==> config.mk <==
export PLATFORM = sky130hd
export DESIGN_NAME = mem_cycle_ctl
export DESIGN_NICKNAME = d
export VERILOG_FILES = /design/src/rtl/mcc_pkg.sv /design/src/rtl/mcc_datapath.sv /design/src/rtl/mcc_control.sv /design/src/rtl/mem_cycle_ctl.sv
export SDC_FILE = /design/constraint.sdc
export NUM_CORES = 1
export LEC_CHECK = 0
export ABC_AREA = 1
export CAP_MARGIN = 10
export CORE_UTILIZATION = 37
export CTS_CLUSTER_DIAMETER = 150
export DETAILED_ROUTE_END_ITERATION = 7
export PLACE_DENSITY = 0.78
export SYNTH_ARGS = -nofsm -noshare
export SYNTH_HDL_FRONTEND = slang
export SYNTH_SLANG_ARGS = --single-unit
==> constraint.sdc <==
create_clock -name clk -period 1.9 [get_ports clk]
set_clock_uncertainty 0.15 [all_clocks]
set_input_delay 0.38 -clock clk [delete_from_list [all_inputs] [get_ports clk]]
set_output_delay 0.38 -clock clk [all_outputs]
set_load 0.1 [all_outputs]
==> src/rtl/mcc_pkg.sv <==
package mcc_pkg;
  localparam int AddrW    = 24;
  localparam int NumMem   = 4;
  localparam int MemRom   = 0;
  localparam int MemCal   = 1;
  localparam int MemBbram = 2;
  localparam int MemRam   = 3;
  localparam int UnlockW  = 2;
  localparam logic [AddrW-1:0] UnlockAddr = 24'h0E0000;

  // region bases; each region is a power-of-two span aligned to its base
  function automatic logic [AddrW-1:0] memBase(input int idx);
    case (idx)
      MemRom:   memBase = 24'h000000;
      MemCal:   memBase = 24'h040000;
      MemBbram: memBase = 24'h080000;
      default:  memBase = 24'h0C0000;
    endcase
  endfunction

  function automatic logic [AddrW-1:0] memSpan(input int idx);
    case (idx)
      MemRom:   memSpan = 24'h040000;
      MemCal:   memSpan = 24'h001000;
      MemBbram: memSpan = 24'h008000;
      default:  memSpan = 24'h010000;
    endcase
  endfunction

  typedef enum logic [1:0] {
    ST_IDLE,
    ST_WAIT,
    ST_ACK
  } cycState_t;

  // control -> datapath strobes
  typedef struct packed {
    logic busy;    // a cycle has been accepted and not yet closed
    logic commit;  // single-clock pulse at the acknowledge edge
  } ctlStrobes_t;
endpackage

==> src/rtl/mcc_datapath.sv <==
module mcc_datapath
  import mcc_pkg::*;
(
  input  logic               clk,
  input  logic               rstN,
  input  logic [AddrW-1:1]   addr,
  input  logic               asN,
  input  logic               rwN,
  input  logic               udsN,
  input  logic               ldsN,
  input  logic [UnlockW-1:0] dataIn,
  input  ctlStrobes_t        ctl,
  output logic [NumMem-1:0]  memCsN,
  output logic               rdUpperN,
  output logic               rdLowerN,
  output logic               wrUpperN,
  output logic               wrLowerN,
  output logic               unmapped,
  output logic               writeViolation
);
  logic [AddrW-1:0]   byteAddr;
  logic [NumMem-1:0]  memHit;
  logic               unlockHit;
  logic               anyMem;
  logic               writeOk;
  logic               laneWindow;
  logic               blockedWrite;
  logic [UnlockW-1:0] unlockQ;

  assign byteAddr = {addr, 1'b0};

  for (genvar g = 0; g < NumMem; g++) begin : gRegion
    assign memHit[g] = (byteAddr & ~(memSpan(g) - 1'b1)) == memBase(g);
  end

  assign unlockHit = addr == UnlockAddr[AddrW-1:1];
  assign anyMem    = |memHit;
  assign unmapped  = !anyMem && !unlockHit;
  assign memCsN    = ~(memHit & {NumMem{!asN}});

  // bit 0 guards the calibration store, bit 1 the battery-backed store
  assign writeOk = !(memHit[MemCal] && !unlockQ[0]) &&
                   !(memHit[MemBbram] && !unlockQ[1]);

  assign laneWindow = ctl.busy && !asN && anyMem;

  assign rdUpperN = !(laneWindow && rwN && !udsN);
  assign rdLowerN = !(laneWindow && rwN && !ldsN);
  assign wrUpperN = !(laneWindow && !rwN && writeOk && !udsN);
  assign wrLowerN = !(laneWindow && !rwN && writeOk && !ldsN);

  assign blockedWrite = laneWindow && !rwN && !writeOk && (!udsN || !ldsN);

  always_ff @(posedge clk) begin
    if (!rstN) begin
      unlockQ        <= '0;
      writeViolation <= 1'b0;
    end else if (ctl.commit) begin
      if (unlockHit && !rwN && !ldsN) unlockQ <= dataIn;
      if (blockedWrite) writeViolation <= 1'b1;
    end
  end

  // a locked calibration store never sees a write strobe
  assert_cal_guard_R8: assert property (@(posedge clk) disable iff (!rstN)
    (!memCsN[MemCal] && !unlockQ[0]) |-> (wrUpperN && wrLowerN));

  // same guard for the battery-backed store
  assert_bbram_guard_R9: assert property (@(posedge clk) disable iff (!rstN)
    (!memCsN[MemBbram] && !unlockQ[1]) |-> (wrUpperN && wrLowerN));

  // once set, the violation flag holds
  assert_violation_sticky_R11: assert property (@(posedge clk) disable iff (!rstN)
    writeViolation |=> writeViolation);

  // a lane is never read and written at once
  assert_lane_exclusive_R3: assert property (@(posedge clk) disable iff (!rstN)
    !((!rdUpperN && !wrUpperN) || (!rdLowerN && !wrLowerN)));
endmodule

==> src/rtl/mcc_control.sv <==
module mcc_control
  import mcc_pkg::*;
#(
  parameter int WaitStates = 1
) (
  input  logic        clk,
  input  logic        rstN,
  input  logic        asN,
  input  logic        unmapped,
  output ctlStrobes_t ctl,
  output logic        dtackN,
  output logic        berrN
);
  localparam int CntW = $clog2(WaitStates + 1);

  cycState_t       state;
  logic [CntW-1:0] waitCnt;
  logic            lastWait;

  assign lastWait   = waitCnt == CntW'(WaitStates - 1);
  assign ctl.busy   = state != ST_IDLE;
  assign ctl.commit = (state == ST_WAIT) && !asN && lastWait;

  always_ff @(posedge clk) begin
    if (!rstN) begin
      state   <= ST_IDLE;
      waitCnt <= '0;
      dtackN  <= 1'b1;
      berrN   <= 1'b1;
    end else begin
      case (state)
        ST_IDLE: begin
          if (!asN) begin
            state   <= ST_WAIT;
            waitCnt <= '0;
          end
        end
        ST_WAIT: begin
          if (asN) begin
            state <= ST_IDLE;
          end else if (lastWait) begin
            state  <= ST_ACK;
            dtackN <= unmapped;
            berrN  <= !unmapped;
          end else begin
            waitCnt <= waitCnt + 1'b1;
          end
        end
        ST_ACK: begin
          if (asN) begin
            state  <= ST_IDLE;
            dtackN <= 1'b1;
            berrN  <= 1'b1;
          end
        end
        default: state <= ST_IDLE;
      endcase
    end
  end

  // acknowledge and bus error never overlap
  assert_reply_exclusive_R7: assert property (@(posedge clk) disable iff (!rstN)
    !(!dtackN && !berrN));

  // a raised address strobe clears the reply on the next edge
  assert_reply_release_R6: assert property (@(posedge clk) disable iff (!rstN)
    asN |=> (dtackN && berrN));

  // an acknowledge follows at least two edges with the strobe low
  assert_wait_state_R5: assert property (@(posedge clk) disable iff (!rstN)
    $fell(dtackN) |-> (!$past(asN) && !$past(asN, 2)));
endmodule

==> src/rtl/mem_cycle_ctl.sv <==
module mem_cycle_ctl
  import mcc_pkg::*;
#(
  parameter int WaitStates = 1
) (
  input  logic               clk,
  input  logic               rstN,
  input  logic [AddrW-1:1]   addr,
  input  logic               asN,
  input  logic               rwN,
  input  logic               udsN,
  input  logic               ldsN,
  input  logic [UnlockW-1:0] dataIn,
  output logic               romCsN,
  output logic               calCsN,
  output logic               bbramCsN,
  output logic               ramCsN,
  output logic               rdUpperN,
  output logic               rdLowerN,
  output logic               wrUpperN,
  output logic               wrLowerN,
  output logic               dtackN,
  output logic               berrN,
  output logic               writeViolation
);
  ctlStrobes_t       ctl;
  logic [NumMem-1:0] memCsN;
  logic              unmapped;

  mcc_control #(.WaitStates(WaitStates)) uControl (
    .clk      (clk),
    .rstN     (rstN),
    .asN      (asN),
    .unmapped (unmapped),
    .ctl      (ctl),
    .dtackN   (dtackN),
    .berrN    (berrN)
  );

  mcc_datapath uDatapath (
    .clk            (clk),
    .rstN           (rstN),
    .addr           (addr),
    .asN            (asN),
    .rwN            (rwN),
    .udsN           (udsN),
    .ldsN           (ldsN),
    .dataIn         (dataIn),
    .ctl            (ctl),
    .memCsN         (memCsN),
    .rdUpperN       (rdUpperN),
    .rdLowerN       (rdLowerN),
    .wrUpperN       (wrUpperN),
    .wrLowerN       (wrLowerN),
    .unmapped       (unmapped),
    .writeViolation (writeViolation)
  );

  assign romCsN   = memCsN[MemRom];
  assign calCsN   = memCsN[MemCal];
  assign bbramCsN = memCsN[MemBbram];
  assign ramCsN   = memCsN[MemRam];
endmodule

# Word level (Yosys, flattened, before mapping)

Index checks and enable logic that the tools add are counted.

Register bits: 8
Word-level logic and storage cells: 84

Add/sub/neg operators: 1
Eq/ne operators: 11
Muxes and demuxes: 16
Bitwise gates (word level): 3
Reduce and logical (&&, ||, !) cells: 47

Operators by type and width:

| operator                                                                | count |
|---|---|
| 24-bit logical NOT                                                      | 1 |
| 23-bit by 19-bit equality test with 1-bit output, second input constant | 1 |
| 1-bit logical AND                                                       | 19 |
| 1-bit logical NOT                                                       | 16 |
| 12-bit by 7-bit equality test with 1-bit output, second input constant  | 1 |
| 9-bit by 5-bit equality test with 1-bit output, second input constant   | 1 |
| 8-bit by 4-bit equality test with 1-bit output, second input constant   | 1 |
| 1-bit two-way mux                                                       | 8 |
| 2-bit two-way mux                                                       | 4 |
| 2-bit != test, second input constant                                    | 4 |
| 1-bit case mux with 2 select lines                                      | 3 |
| 2-bit case mux with 3 select lines                                      | 1 |
| 3-bit AND reduction                                                     | 2 |
| 2-bit nonzero test                                                      | 3 |
| 4-bit AND                                                               | 1 |
| 4-bit NOT                                                               | 1 |
| 2-bit AND reduction                                                     | 2 |
| 4-bit AND reduction                                                     | 1 |
| 4-bit OR reduction                                                      | 1 |
| 3-bit != test, second input constant                                    | 1 |
| 2-bit by 1-bit equality test with 1-bit output, second input constant   | 1 |
| 2-bit equality test, second input constant                              | 1 |
| 2-bit logical NOT                                                       | 1 |
| 1-bit adder, second input constant                                      | 1 |
| 2 further kinds                                                         | 2 |

# Logic depth before layout (Yosys ltp)

Depth in word-level cells: 8
Gate-level depth with buffers: 10
Gate-level depth less buffers: 10

# By module

Synthesis repeated with hierarchy kept, for this count alone.

Cells, all modules: 135
Area, all modules: 773.2 µm²

By module, submodules not included:

| module       | instances | cells each | area each (µm²) | seq. area each (µm²) |
|---|---|---|---|---|
| mcc_datapath | 1         | 96         | 488.0           | 60.1 |
| mcc_control  | 1         | 39         | 285.3           | 80.1 |

# Worst setup path after synthesis

Ideal clock, no wire load.

Kind: input to output
Start point: input addr[23] (netlist name)
End point: output ramCsN
Arrival time: 1629 ps
Data required time: 1370 ps
Setup slack: -259 ps
Stages: 4
Path buffers: 0
Cell sequence: nor2_1 -> nand2_2 -> nor2_4 -> nand4_1

Cells in the longest elaborated chain, start to end: 3

Ends and longest elaborated chain:

| element                                        | RTL line            | source |
|---|---|---|
| start, declared                                | mem_cycle_ctl.sv:8  | `input logic [AddrW-1:1] addr,` |
| 8-bit by 4-bit equality test with 1-bit output | mcc_datapath.sv:33  | `assign memHit[g] = (byteAddr & ~(memSpan(g) - 1'b1)) == memBase(g);` |
| 4-bit AND                                      | mcc_datapath.sv:39  | `assign memCsN = ~(memHit & {NumMem{!asN}});` |
| 4-bit NOT                                      | mcc_datapath.sv:39  |  |
| end, declared                                  | mem_cycle_ctl.sv:17 | `output logic ramCsN,` |

No other way between the ends.

# Worst setup path after layout

Start point: input addr[18] (netlist name)
End point: output wrUpperN

Cells in the longest elaborated chain, start to end: 7
Elaborated cells on any way between the ends: 15

Ends and longest elaborated chain:

| element                                     | RTL line                               | source |
|---|---|---|
| 24-bit logical NOT (tied with other cells)  | mcc_datapath.sv:33                     |  |
| 4-bit OR reduction (tied with other cells)  | mcc_datapath.sv:37                     | `assign anyMem = \|memHit;` |
| 1-bit logical AND (tied with other cells)   | mcc_datapath.sv:45                     | `assign laneWindow = ctl.busy && !asN && anyMem;` |
| 1-bit logical AND, on equally long branches | mcc_datapath.sv:49, mcc_datapath.sv:42 |  |
| 1-bit logical AND * (2 in series)           | mcc_datapath.sv:49                     | `assign wrUpperN = !(laneWindow && !rwN && writeOk && !udsN);` |
| 1-bit logical NOT *                         | mcc_datapath.sv:49                     |  |
| end, declared                               | mem_cycle_ctl.sv:20                    | `output logic wrUpperN,` |

Every way passes the cells marked *; elsewhere a longest branch is shown, timed or not.

==> flow_summary_export.csv <==
group,metric,value,unit
global_routing,grt_max_degree,7,
drt,dr.pass1.iters,5,
floorplan,die_x,46.4,um
layout,drive_gt1_share,46.9,%
synth,synth-warning-count,0,
setup_path,r2r-start,"uControl.state[1]",
synth,syn_nets,173,
timing,fin_hold_ws,413,ps
layout,antennaDiodeCount,0,
synth,synth_cells,139,
synth,synth_cell_types,19,
flow_run,max_cap_viol_count,0,
drt,routed_wirelength,4320,um
timing,worstMarginPinSlew,332,ps
floorplan,boundaryPins,42,
layout,layout_commonest_cell,"buf_4",
timing,finalCriticalPeriod,2150,ps
layout,layout_common_cells,"buf_4, nand2_1, inv_1, nor2_1, clkdlybuf4s50_1",
status,status,"finished with violations",
setup_path,worstPathArrival,1620,ps
power,powerDensity,371,nW/um^2
drt,wire_per_inst,18.3,um
setup_path,crit_end,"wrUpperN",
status,failed_checks,"negative setup slack",
synth,ys_ff_latch,7,
worst_hold_path,hold_path_class,"flip-flop to flip-flop",
layout,syn2layout_area_growth,124,%
setup_path,r2r_slack,-130,ps
timing,drv_slew,0,
placement,io_buffers,41,
setup_path,critPathKind,"input port to output pin",
floorplan,die_y,46.4,um
timing,hold_viol,0,
timing,fin_ws,-245,ps
setup_path,critical_path_required,1370,ps
global_routing,grt_pass1_wl,4840,um
global_routing,antenna_found_initial,0,
setup_path,start_kind,"input port",
synth,ys_seq_area_share,19.2,%
timing,rsz0062_at_grt,"yes",
drt,vias,1309,
drt,drc,0,
clocking,clkSlewWorstSetupHoldPaths,60,ps
clocking,cts_tree,"done",
timing,fmax,0.466,GHz
timing,slew_headroom,77.8,%
power,ir_worst_vdd,576,uV
layout,instances_no_fill,236,
global_routing,grt_usage,31.4,%
floorplan,core_area,1780,sq um
floorplan,rows,15,
placement,dpl.cell_count,221,
placement,hpwl,1910,um
timing,fin_crit_sh,113,%
drt,drt-initial-drc-count,105,
clocking,cts_buffer_depth,2,
floorplan,start_util,41.0,%
clocking,cts_max_level,1,
global_routing,grt_pass1_vias,1095,
clocking,insertion_delay,260,ps
setup_path,startpoint,"addr[18]",
clocking,cts_sinks,7,
placement,globalplace.congestion,0.831,
global_routing,grt_remaining_overflow,0,
setup_path,worstPathMaxFanout,5,
floorplan,die-area,2160,sq um
timing,final.setup.tns,-1110,ps
drt,viasPerCell,5.55,
power,total_power,0.608,mW
clocking,clock-root-buffer,"clkbuf_4",
placement,dpl_worst_slack,-593,ps
setup_path,r2r_end,"uDatapath.unlockQ[1]",
power,p_leak,0.799,nW
timing,setup_viol,7,
clocking,cts-buffers-inserted,3,
drt,antenna_left,0,
setup_path,critPathCaptureType,"output pin",
synth,netlist_area,731,sq um
setup_path,reg2regPathDepth,8,
layout,nNetsFinal,246,
synth,avgSynthCellArea,5.26,sq um
[sequential cells by signal, indices dropped and copies added, names as in the netlist]
signal,count
uControl.berrN,1
uControl.dtackN,1
uControl.state,2
uDatapath.unlockQ,2
uDatapath.writeViolation,1
[report_power, final]
group	switching, mW	total (mW)	internal [mW]	leakage [nW]
Clock	0.0656	0.146	0.0809	0.0150
Combinational	0.167	0.298	0.131	0.726
Sequential	0.00751	0.163	0.156	0.0578
Total	0.240	0.608	0.368	0.799
[cells in the mapped netlist]
library cell | count | area (sq um)
a21oi_1 | 2 | 10.0
and3_1 | 1 | 6.26
dfxtp_1 | 7 | 140
ha_1 | 3 | 37.5
inv_1 | 30 | 113
inv_2 | 1 | 3.75
nand2_1 | 36 | 135
nand2_2 | 1 | 6.26
nand3_1 | 12 | 60.1
nand3_2 | 2 | 20.0
nand3b_1 | 1 | 7.51
nand4_1 | 1 | 6.26
nor2_1 | 31 | 116
nor2_4 | 1 | 11.3
nor3_1 | 4 | 20.0
nor3_2 | 1 | 10.0
nor4_1 | 1 | 6.26
o21ai_0 | 3 | 15.0
or2_2 | 1 | 6.26
[cell families (layout without fill, tap and decap cells)]
kind of cell | count (synthesis) | in the layout | synth area share [%]
simple gates | 93 | 93 | 56.3
buf+inv | 31 | 103 | 15.9
flops | 7 | 7 | 19.2
compound gates | 5 | 5 | 3.42
fa+ha+maj | 3 | 3 | 5.14
[final cells by class]
class	instances	area, sq um
Clock buffer	4	26.3
Fill cell	76	145
Inverter	31	123
Multi-Input combinational cell	101	632
Sequential cell	7	143
Tap cell	25	31.3
Timing Repair Buffer	68	683
[through the flow]
step | util [%] | cell area [sq um]
2_1_floorplan | - | 766
3_3_place_gp | 80.6 | 1440
3_5_place_dp | 80.6 | 1440
4_1_cts | 86.3 | 1540
5_1_grt | 91.9 | 1640
6_report | 91.9 | 1640
[critical path, stage by stage]
cell,delay (ps)
buf_6,100
inv_4,50
buf_4,140
nor2_2,120
nand2_1,70
nor2_1,180
nand3_1,130
nand2_2,120
nor2_4,60
nand2_2,90
buf_12,170
[how the worst min path moves through the flow]
| stage | startpoint | slack, ps | cells past startpoint | endpoint |
|---|---|---|---|---|
| final | uDatapath.writeViolation | 410 | 2 | uDatapath.writeViolation |
| after floorplan | rstN | 300 | 1 | uControl.berrN |
| after global placement | uControl.state[1] | 320 | 2 | uControl.state[1] |
| after global routing | uDatapath.unlockQ[0] | 450 | 4 | uDatapath.unlockQ[0] |
| after detailed placement | uControl.state[1] | 330 | 2 | uControl.state[1] |
| after CTS | uDatapath.writeViolation | 370 | 2 | uDatapath.writeViolation |
[per-layer routing]
metal  up-vias  share of wire [%]  global-route usage [%]
met5         -                  0                       0
met3        35                9.5                    6.67
met1       571                 36                    36.8
li1        567                  -                       -
met2       136                 49                    57.8
met4         0                5.8                    5.88
[repair_timing]
item / 4_1_cts / 5_1_grt
hold endpoints to repair: 0 / 0
resized for setup: 75 / 22
hold buffers: 0 / 0
setup endpoints to repair: 8 / 7
cloned: 0 / 0
pin swaps: 22 / 12
setup buffers: 8 / 3
(Power assumes the default switching activity.)
